### src/rtl/fcsr_pkg.sv
package fcsr_pkg;
  localparam int N_DRV    = 2;
  localparam int BIT_EN   = 7;
  localparam int BIT_DRQ  = 7;
  localparam int BIT_INT  = 6;
  localparam int BIT_NRDY = 5;
  localparam int BIT_MOT  = 4;
  localparam int BIT_SIDE = 3;
  localparam int BIT_DENS = 2;

  typedef struct packed {
    logic             irq_en;
    logic             man_motor;
    logic             side;
    logic             dens;
    logic [N_DRV-1:0] sel;
  } ctl_t;
endpackage

### src/rtl/fcsr_ctl_reg.sv
module fcsr_ctl_reg
  import fcsr_pkg::*;
#(
  parameter int DATA_W = 8
) (
  input  logic              clk,
  input  logic              rst,
  input  logic              sw_rst,
  input  logic              wr_en,
  input  logic [DATA_W-1:0] wdata,
  output ctl_t              ctl
);
  always_ff @(posedge clk) begin
    if (rst || sw_rst) begin
      ctl <= '0;
    end else if (wr_en) begin
      ctl.irq_en    <= wdata[BIT_EN];
      ctl.man_motor <= wdata[BIT_MOT];
      ctl.side      <= wdata[BIT_SIDE];
      ctl.dens      <= wdata[BIT_DENS];
      ctl.sel       <= wdata[N_DRV-1:0];
    end
  end

  AST_SRST_CLEARS: assert property (@(posedge clk) disable iff (rst)
    sw_rst |=> (ctl == '0)) else $error("soft reset");
  AST_WR_LOADS: assert property (@(posedge clk) disable iff (rst)
    (wr_en && !sw_rst) |=> (ctl.sel == $past(wdata[N_DRV-1:0]) &&
                            ctl.dens == $past(wdata[BIT_DENS]))) else $error("load");
  AST_NO_WR_HOLD: assert property (@(posedge clk) disable iff (rst)
    (!wr_en && !sw_rst) |=> $stable(ctl)) else $error("hold");
endmodule

### src/rtl/fcsr_ready.sv
module fcsr_ready #(
  parameter int N_DRV = 2
) (
  input  logic [N_DRV-1:0] sel,
  input  logic [N_DRV-1:0] rdy,
  input  logic             strap,
  output logic             not_ready
);
  logic [N_DRV-1:0] miss;

  for (genvar i = 0; i < N_DRV; i++) begin : g_drv
    assign miss[i] = sel[i] & ~rdy[i];
  end

  always_comb begin
    if (strap) not_ready = 1'b0;
    else       not_ready = (~|sel) | (|miss);
  end
endmodule

### src/rtl/fcsr_outs.sv
module fcsr_outs #(
  parameter int DATA_W = 8,
  localparam int SW_W  = DATA_W - 3
) (
  input  logic              clk,
  input  logic              rst,
  input  logic              rd_en,
  input  logic              drq,
  input  logic              intrq,
  input  logic              not_ready,
  input  logic [SW_W-1:0]   sense,
  input  logic              drq_en,
  input  logic              man_motor,
  input  logic              fdc_mo,
  output logic [DATA_W-1:0] rdata,
  output logic              irq_hi,
  output logic              irq_lo,
  output logic              motor_on
);
  always_ff @(posedge clk) begin
    if (rst) begin
      rdata    <= '0;
      irq_hi   <= 1'b0;
      irq_lo   <= 1'b0;
      motor_on <= 1'b0;
    end else begin
      rdata    <= rd_en ? {drq, intrq, not_ready, sense} : '0;
      irq_hi   <= drq & drq_en;
      irq_lo   <= intrq;
      motor_on <= man_motor | fdc_mo;
    end
  end

  AST_IRQ_HI_NEEDS_DRQ: assert property (@(posedge clk) disable iff (rst)
    irq_hi |-> ($past(drq) && $past(drq_en))) else $error("irq_hi");
  AST_IRQ_LO_FOLLOWS: assert property (@(posedge clk) disable iff (rst)
    1'b1 |=> (irq_lo == $past(intrq))) else $error("irq_lo");
  AST_MOTOR_ON: assert property (@(posedge clk) disable iff (rst)
    (man_motor || fdc_mo) |=> motor_on) else $error("motor on");
  AST_MOTOR_OFF: assert property (@(posedge clk) disable iff (rst)
    (!man_motor && !fdc_mo) |=> !motor_on) else $error("motor off");
endmodule

### src/rtl/floppy_csr.sv
module floppy_csr
  import fcsr_pkg::*;
#(
  parameter int DATA_W = 8
) (
  input  logic                   clk,
  input  logic                   rst,
  input  logic                   sw_rst,
  input  logic                   cs,
  input  logic                   rd,
  input  logic                   wr,
  input  logic [DATA_W-1:0]      wdata,
  output logic [DATA_W-1:0]      rdata,
  input  logic [DATA_W-4:0]      sense_sw,
  input  logic                   fdc_drq,
  input  logic                   fdc_intrq,
  input  logic                   fdc_motor_on,
  input  logic [N_DRV-1:0]       drv_ready,
  input  logic                   no_ready_strap,
  output logic                   irq_hi,
  output logic                   irq_lo,
  output logic [N_DRV-1:0]       drv_sel,
  output logic                   side_sel,
  output logic                   dens_single,
  output logic                   motor_on,
  output logic                   led_side0
);
  ctl_t ctl;
  logic not_ready;
  logic wr_en, rd_en;

  assign wr_en = cs & wr;
  assign rd_en = cs & rd;

  fcsr_ctl_reg #(.DATA_W(DATA_W)) u_ctl (
    .clk(clk), .rst(rst), .sw_rst(sw_rst), .wr_en(wr_en),
    .wdata(wdata), .ctl(ctl)
  );

  fcsr_ready #(.N_DRV(N_DRV)) u_rdy (
    .sel(ctl.sel), .rdy(drv_ready), .strap(no_ready_strap),
    .not_ready(not_ready)
  );

  fcsr_outs #(.DATA_W(DATA_W)) u_out (
    .clk(clk), .rst(rst), .rd_en(rd_en), .drq(fdc_drq),
    .intrq(fdc_intrq), .not_ready(not_ready), .sense(sense_sw),
    .drq_en(ctl.irq_en), .man_motor(ctl.man_motor), .fdc_mo(fdc_motor_on),
    .rdata(rdata), .irq_hi(irq_hi), .irq_lo(irq_lo), .motor_on(motor_on)
  );

  assign drv_sel     = ctl.sel;
  assign side_sel    = ctl.side;
  assign dens_single = ctl.dens;
  assign led_side0   = ~ctl.side;

  AST_IDLE_READ_ZERO: assert property (@(posedge clk) disable iff (rst)
    !(cs && rd) |=> (rdata == '0)) else $error("idle read");
  AST_READ_DRQ: assert property (@(posedge clk) disable iff (rst)
    (cs && rd) |=> (rdata[BIT_DRQ] == $past(fdc_drq) &&
                    rdata[BIT_INT] == $past(fdc_intrq))) else $error("read status");
  AST_STRAP_READY: assert property (@(posedge clk) disable iff (rst)
    (cs && rd && no_ready_strap) |=> !rdata[BIT_NRDY]) else $error("strap");
  AST_NOSEL_NOT_READY: assert property (@(posedge clk) disable iff (rst)
    (cs && rd && !no_ready_strap && drv_sel == '0) |=> rdata[BIT_NRDY]) else $error("nosel");
  AST_LED_SIDE: assert property (@(posedge clk) disable iff (rst)
    1'b1 |-> (led_side0 != side_sel)) else $error("led");
endmodule

### config.mk
export PLATFORM = sky130hd
export DESIGN_NAME = floppy_csr
export DESIGN_NICKNAME = d
export VERILOG_FILES = /design/src/rtl/fcsr_pkg.sv /design/src/rtl/fcsr_ctl_reg.sv /design/src/rtl/fcsr_ready.sv /design/src/rtl/fcsr_outs.sv /design/src/rtl/floppy_csr.sv
export SDC_FILE = /design/constraint.sdc
export NUM_CORES = 1
export LEC_CHECK = 0
export ABC_CLOCK_PERIOD_IN_PS = 1250
export BUFFER_PORTS_ARGS = -buffer_cell sky130_fd_sc_hd__buf_2
export CORE_MARGIN = 2
export CORE_UTILIZATION = 38
export DETAILED_ROUTE_END_ITERATION = 8
export GPL_ROUTABILITY_DRIVEN = 1
export PLACE_DENSITY = 0.78
export SLEW_MARGIN = 20
export SYNTH_ARGS = -nofsm -noshare
export SYNTH_HDL_FRONTEND = slang
export SYNTH_HIERARCHICAL = 1
export SYNTH_SLANG_ARGS = --single-unit
export TNS_END_PERCENT = 10
### constraint.sdc
create_clock -name clk -period 1.25 [get_ports clk]
set_input_delay 0.0625 -clock clk [delete_from_list [all_inputs] [get_ports clk]]
set_output_delay 0.0625 -clock clk [all_outputs]
set_load 0.01 [all_outputs]
# Yosys cells after proc, flatten, opt, wreduce, memory -nomap -nowiden
# Cells that the tools add are included.
dict set report word_totals {
  register_bits 17
  word_cells 27
}
dict set report op_classes {
  n_bitwise 11
  n_reduce_logical 6
}
# op n
set op_table {}
lappend op_table {{$reduce_or A2 Y1} 3}
lappend op_table {{$and A1 B1 Y1} 5}
lappend op_table {{$not A1 Y1} 4}
lappend op_table {{$reduce_or A3 Y1} 1}
lappend op_table {{$or A1 B1 Y1} 2}
lappend op_table {{$logic_not A1 Y1} 1}
lappend op_table {{$logic_or A1 B1 Y1} 1}

# Longest topological paths before layout
dict set report depth {
  depth_word 4
  depth_mapped 4
  ltp_nobuf 3
}

# Hierarchy
# The synthesis kept the hierarchy.
# mod n_inst cells_per_inst area_per_inst_um2 seq_area_each_um2
set modules_own_cells {}
lappend modules_own_cells {fcsr_outs 1 23 332.8 220.2}
lappend modules_own_cells {fcsr_ctl_reg 1 21 219.0 120.1}
lappend modules_own_cells {fcsr_ready 1 3 26.3 0.0}
lappend modules_own_cells {floppy_csr 1 3 16.3 0.0}

# Worst setup path before layout
# Ideal clock, no wire load.
dict set report synth_timing {
  path_type {register to register}
  start {reg, netlist name u_ctl/ctl[1]}
  end {reg u_out.rdata[5]}
  setup_ps 60
  arrival_time_ps 983
  path_slack_ps 207
  stages_incl_launch_ff 4
  path_buffers 0
  synth_period_minus_slack_ps 1043
  cell_sequence {dfxtp_1 > mux2_1 > a21oi_2 > and3b_1}
}
dict set report synth_via {
  elab_chain_cells 3
}
# item line_no
set synth_rtl {}
lappend synth_rtl {{$and A1 B1 Y1 / $reduce_or A2 Y1 (equally long branches)} {fcsr_ready.sv:12, fcsr_ready.sv:17}}
lappend synth_rtl {{$reduce_or A2 Y1 / $logic_not A1 Y1 (equally long branches)} fcsr_ready.sv:17} ;# else not_ready = (~|sel) | (|miss);
lappend synth_rtl {{$or A1 B1 Y1 (*)} fcsr_ready.sv:17}
lappend synth_rtl {{end signal: assignment} fcsr_outs.sv:27} ;# rdata <= rd_en ? {drq, intrq, not_ready, sense} : '0;
lappend synth_rtl {{end: declaration} fcsr_outs.sv:15} ;# output logic [DATA_W-1:0] rdata,
# Every way passes the cells marked *; elsewhere a longest branch is shown, timed or not.
# A chain may end at the register's enable or synchronous reset.

# Worst setup path in the final report
dict set report layout_timing {
  start {reg, netlist name u_ctl/ctl[1]}
  end {reg u_out.rdata[5]}
}
dict set report layout_via {
  elab_chain_cells 3
}
# item line_no
set layout_rtl {}
lappend layout_rtl {{$and A1 B1 Y1 / $reduce_or A2 Y1 (equally long branches)} {fcsr_ready.sv:12, fcsr_ready.sv:17}}
lappend layout_rtl {{$reduce_or A2 Y1 / $logic_not A1 Y1 (equally long branches)} fcsr_ready.sv:17}
lappend layout_rtl {{$or A1 B1 Y1 (*)} fcsr_ready.sv:17}
# Marks and branches as above.

==> impl_results.rst <==
.. list-table::
   :header-rows: 1

   * - Metric
     - Value
   * - Portion of the clock cycle consumed by the worst path in the final layout
     - 83.3%
   * - Count of port buffers added during placement
     - 38
   * - Post-detailed-routing wire length
     - 1.14 mm
   * - Worst vdd rail ir drop
     - 0.752 mV
   * - Worst path setup slack after routing
     - around 0.21 ns
   * - Final weighted congestion in routability-driven placement
     - 0.617
   * - Class of the most critical hold timing path
     - in2reg
   * - Clock slew at the register clock pins of the worst setup and hold paths
     - ~0.09 ns
   * - Fin Hold WS
     - 0.0141 ns
   * - Row count
     - 14
   * - Sum of internal, switching and leakage power
     - 0.000950 W
   * - Most area-hungry cell type in the Yosys netlist
     - sky130_fd_sc_hd__dfxtp_1
   * - DRC Markers
     - 0
   * - Power density relative to cell area
     - 1120 nW/um^2
   * - Async set or reset register ratio after synthesis
     - 0%
   * - Total negative setup slack
     - 0 ns
   * - Clock tree sinks
     - 17
   * - Maximum root-to-sink buffer count
     - 2
   * - Max Fclk
     - 960 MHz
   * - Clock skew
     - approximately 0.005 ns
   * - Clock tree from TritonCTS
     - yes
   * - Congestion Overflow GR
     - 0
   * - Antenna cells
     - 0
   * - Category of the most critical setup path
     - reg2reg
   * - Final Slew Violations
     - 0
   * - Setup violation total in the final timing report
     - 0
   * - Register bit total from synthesis
     - 17
   * - Final Instance Area
     - between 800 and 900 um^2
   * - Worst-case setup slack after placement
     - 0.230 ns
   * - Unrepaired setup endpoints after global routing
     - no
   * - Routed len/inst
     - 10.4 um
   * - Final HPWL DP
     - 871 um
   * - Top cells by count, synth
     - sky130_fd_sc_hd__dfxtp_1, sky130_fd_sc_hd__and3b_1, sky130_fd_sc_hd__mux2i_1, sky130_fd_sc_hd__nor2_1
   * - Area Growth Syn to Fin
     - 43.2%
   * - WP data arrival
     - 1.28 ns
   * - Data required, critical path
     - around 1.5 ns
   * - Pin count of the biggest net entering global routing
     - 13
   * - Gate Count Post-Synth
     - 50
   * - Number of nets with antenna violations after routing
     - 0
   * - Mean instance size in the synthesized netlist
     - 11.9 um^2
   * - Floorplan core area
     - 1490 um^2
   * - Synth top area cells
     - sky130_fd_sc_hd__dfxtp_1, sky130_fd_sc_hd__and3b_1, sky130_fd_sc_hd__mux2i_1, sky130_fd_sc_hd__nor2_1, sky130_fd_sc_hd__o21ba_4
   * - Post-synth top area share
     - 57.3%
   * - Net Count, Synth
     - 75
   * - Initial antenna violation count
     - 0
   * - Ys flop type
     - sky130_fd_sc_hd__dfxtp_1
   * - Pin slew with the least headroom to its limit
     - 0.348 ns
   * - Final net count
     - ~120
   * - Chain of cells forming the critical path
     - mux2_1, a21oi_2, and3b_1
   * - Longest individual stage delay on the worst path
     - 0.38 ns
   * - Warning count from the yosys run
     - 6
   * - Clock latency reported for the late side of the worst-skew pair
     - 0.29 ns
   * - Fill cells
     - 142
   * - Family with the most delay on the worst path
     - flip-flops
   * - Seq/Total Area, Yosys
     - 57.3%
   * - Buffers plus inverters on the worst setup path
     - 0
   * - Number of vias after detailed routing
     - roughly 500
   * - Die span in x
     - 43.5 um
   * - Max Fanout on Critical Path
     - 3
   * - Leakage power of the design
     - 0.459 nW
   * - Deepest level of the CTS H-tree
     - 1
   * - Buffer type at the clock tree root
     - sky130_fd_sc_hd__clkbuf_4
   * - Count leader, synth
     - sky130_fd_sc_hd__dfxtp_1
   * - Unique masters post-synth
     - 14
   * - Cell area after technology mapping
     - 594 um^2
   * - Critical Path Start Type
     - register
   * - Vias in the first global route
     - 476
   * - Slowest cell on the critical path
     - sky130_fd_sc_hd__dfxtp_1
   * - Result of the run
     - finished clean
   * - Slew headroom
     - 76.8%
   * - Pre-antenna DRT Iters
     - 4
   * - Initial Util
     - 39.9%
   * - Post-layout minimum cycle time
     - 1.04 ns
   * - IO Count
     - 41
   * - Violation count after the first detailed-route iteration
     - 2
   * - Number of synthesized flops with an enable pin
     - 0
   * - Setup repair bufs after CTS
     - 0
   * - Share of layout cells above drive strength 1
     - roughly 47%
   * - Area of the die
     - 1900 um^2
   * - GRT Total Usage
     - 13.3%
   * - CTS Buf Count
     - 3
   * - Endpoint class of the critical path
     - register
   * - Wire length of the first global-routing pass
     - 1.77 mm
   * - Post-DP Area
     - between 700 and 800 um^2
   * - Number of failing hold endpoints at the final stage
     - 0
   * - Max-Cap Viols
     - 0
   * - Detailed-route vias per instance
     - 4.58
   * - Y dimension of the die
     - around 44 um
==> where the power goes <==
| part | switching, W | internal (W) |
|---|---|---|
| sequential | 0.00000513 | 0.000556 |
| clock | 0.000161 | 0.000119 |
| combinational | 0.0000438 | 0.0000648 |
| total | 0.000210 | 0.000740 |
==> layer usage <==
metal  vias up  wire [um]  global-route usage, %
met4         0          8                   6.06
met1       224        432                   10.5
met3         3         98                   7.92
li1        251          -                      -
met2        21        594                   25.0
met5         -          0                      0
==> through the flow <==
stage                     std cells  utilization (%)
final                           109             57.1
after global routing            109             57.1
after CTS                       106             55.1
after detailed placement        101             52.6
after global placement          101             52.6
after floorplan                  50                -
==> final cells by class <==
cell class	count	area [um^2]	area share [%]
Clock inverter	1	5.00	0.588
Inverter	1	3.75	0.441
Tap cell	16	20.0	2.35
Clock buffer	3	22.5	2.65
Multi-Input combinational cell	29	229	26.9
Sequential cell	17	340	40.0
Timing Repair Buffer	42	230	27.1
==> cell usage in the layout (no fill, tap or decap) <==
| cell | instances |
|---|---|
| sky130_fd_sc_hd__inv_1 | 1 |
| sky130_fd_sc_hd__o21ba_4 | 1 |
| sky130_fd_sc_hd__clkbuf_4 | 3 |
| sky130_fd_sc_hd__a21oi_2 | 1 |
| sky130_fd_sc_hd__dfxtp_1 | 17 |
| sky130_fd_sc_hd__clkinv_2 | 1 |
| sky130_fd_sc_hd__nand2b_1 | 1 |
| sky130_fd_sc_hd__mux2_1 | 1 |
| sky130_fd_sc_hd__and2_1 | 2 |
| sky130_fd_sc_hd__buf_2 | 38 |
| sky130_fd_sc_hd__nor2b_1 | 1 |
| sky130_fd_sc_hd__dlygate4sd3_1 | 4 |
| sky130_fd_sc_hd__or2_0 | 1 |
| sky130_fd_sc_hd__mux2i_1 | 6 |
| sky130_fd_sc_hd__and3b_1 | 9 |
| sky130_fd_sc_hd__nor2_1 | 6 |
==> kinds of logic (layout without fill, tap and decap cells) <==
kind of cell,after synthesis,count (layout),synth area share [%]
buffers and inverters,4,47,4.21
multiplexers,7,7,12.0
AND/OR/NAND/NOR,20,20,22.3
AO/OA/AOI/OAI,2,2,4.21
flip-flops,17,17,57.3
==> what timing repair did <==
item / in CTS / in global routing
gates resized for setup: 0 / 0
endpoints found under the hold margin: 1 / 3
hold buffers: 1 / 3
==> final timing paths <==
kind | startpoint | end | slack, ns | cells after the start
worst max-delay path | u_ctl/ctl[1] | u_out/rdata[5] | 0.21 | 3
worst min-delay path | fdc_drq | u_out/irq_hi | 0.01 | 2
worst max register to register | u_ctl/ctl[1] | u_out/rdata[5] | 0.21 | 3
worst min register to register | u_ctl/ctl[5] | u_ctl/ctl[5] | 0.50 | 2
==> registers in the layout (all words and copies together), names as in the netlist <==
name and count:
u_out/rdata 8, u_out/motor_on 1, u_out/irq_hi 1, u_ctl/ctl 6, u_out/irq_lo 1
Power figures use the tool's default switching activity.
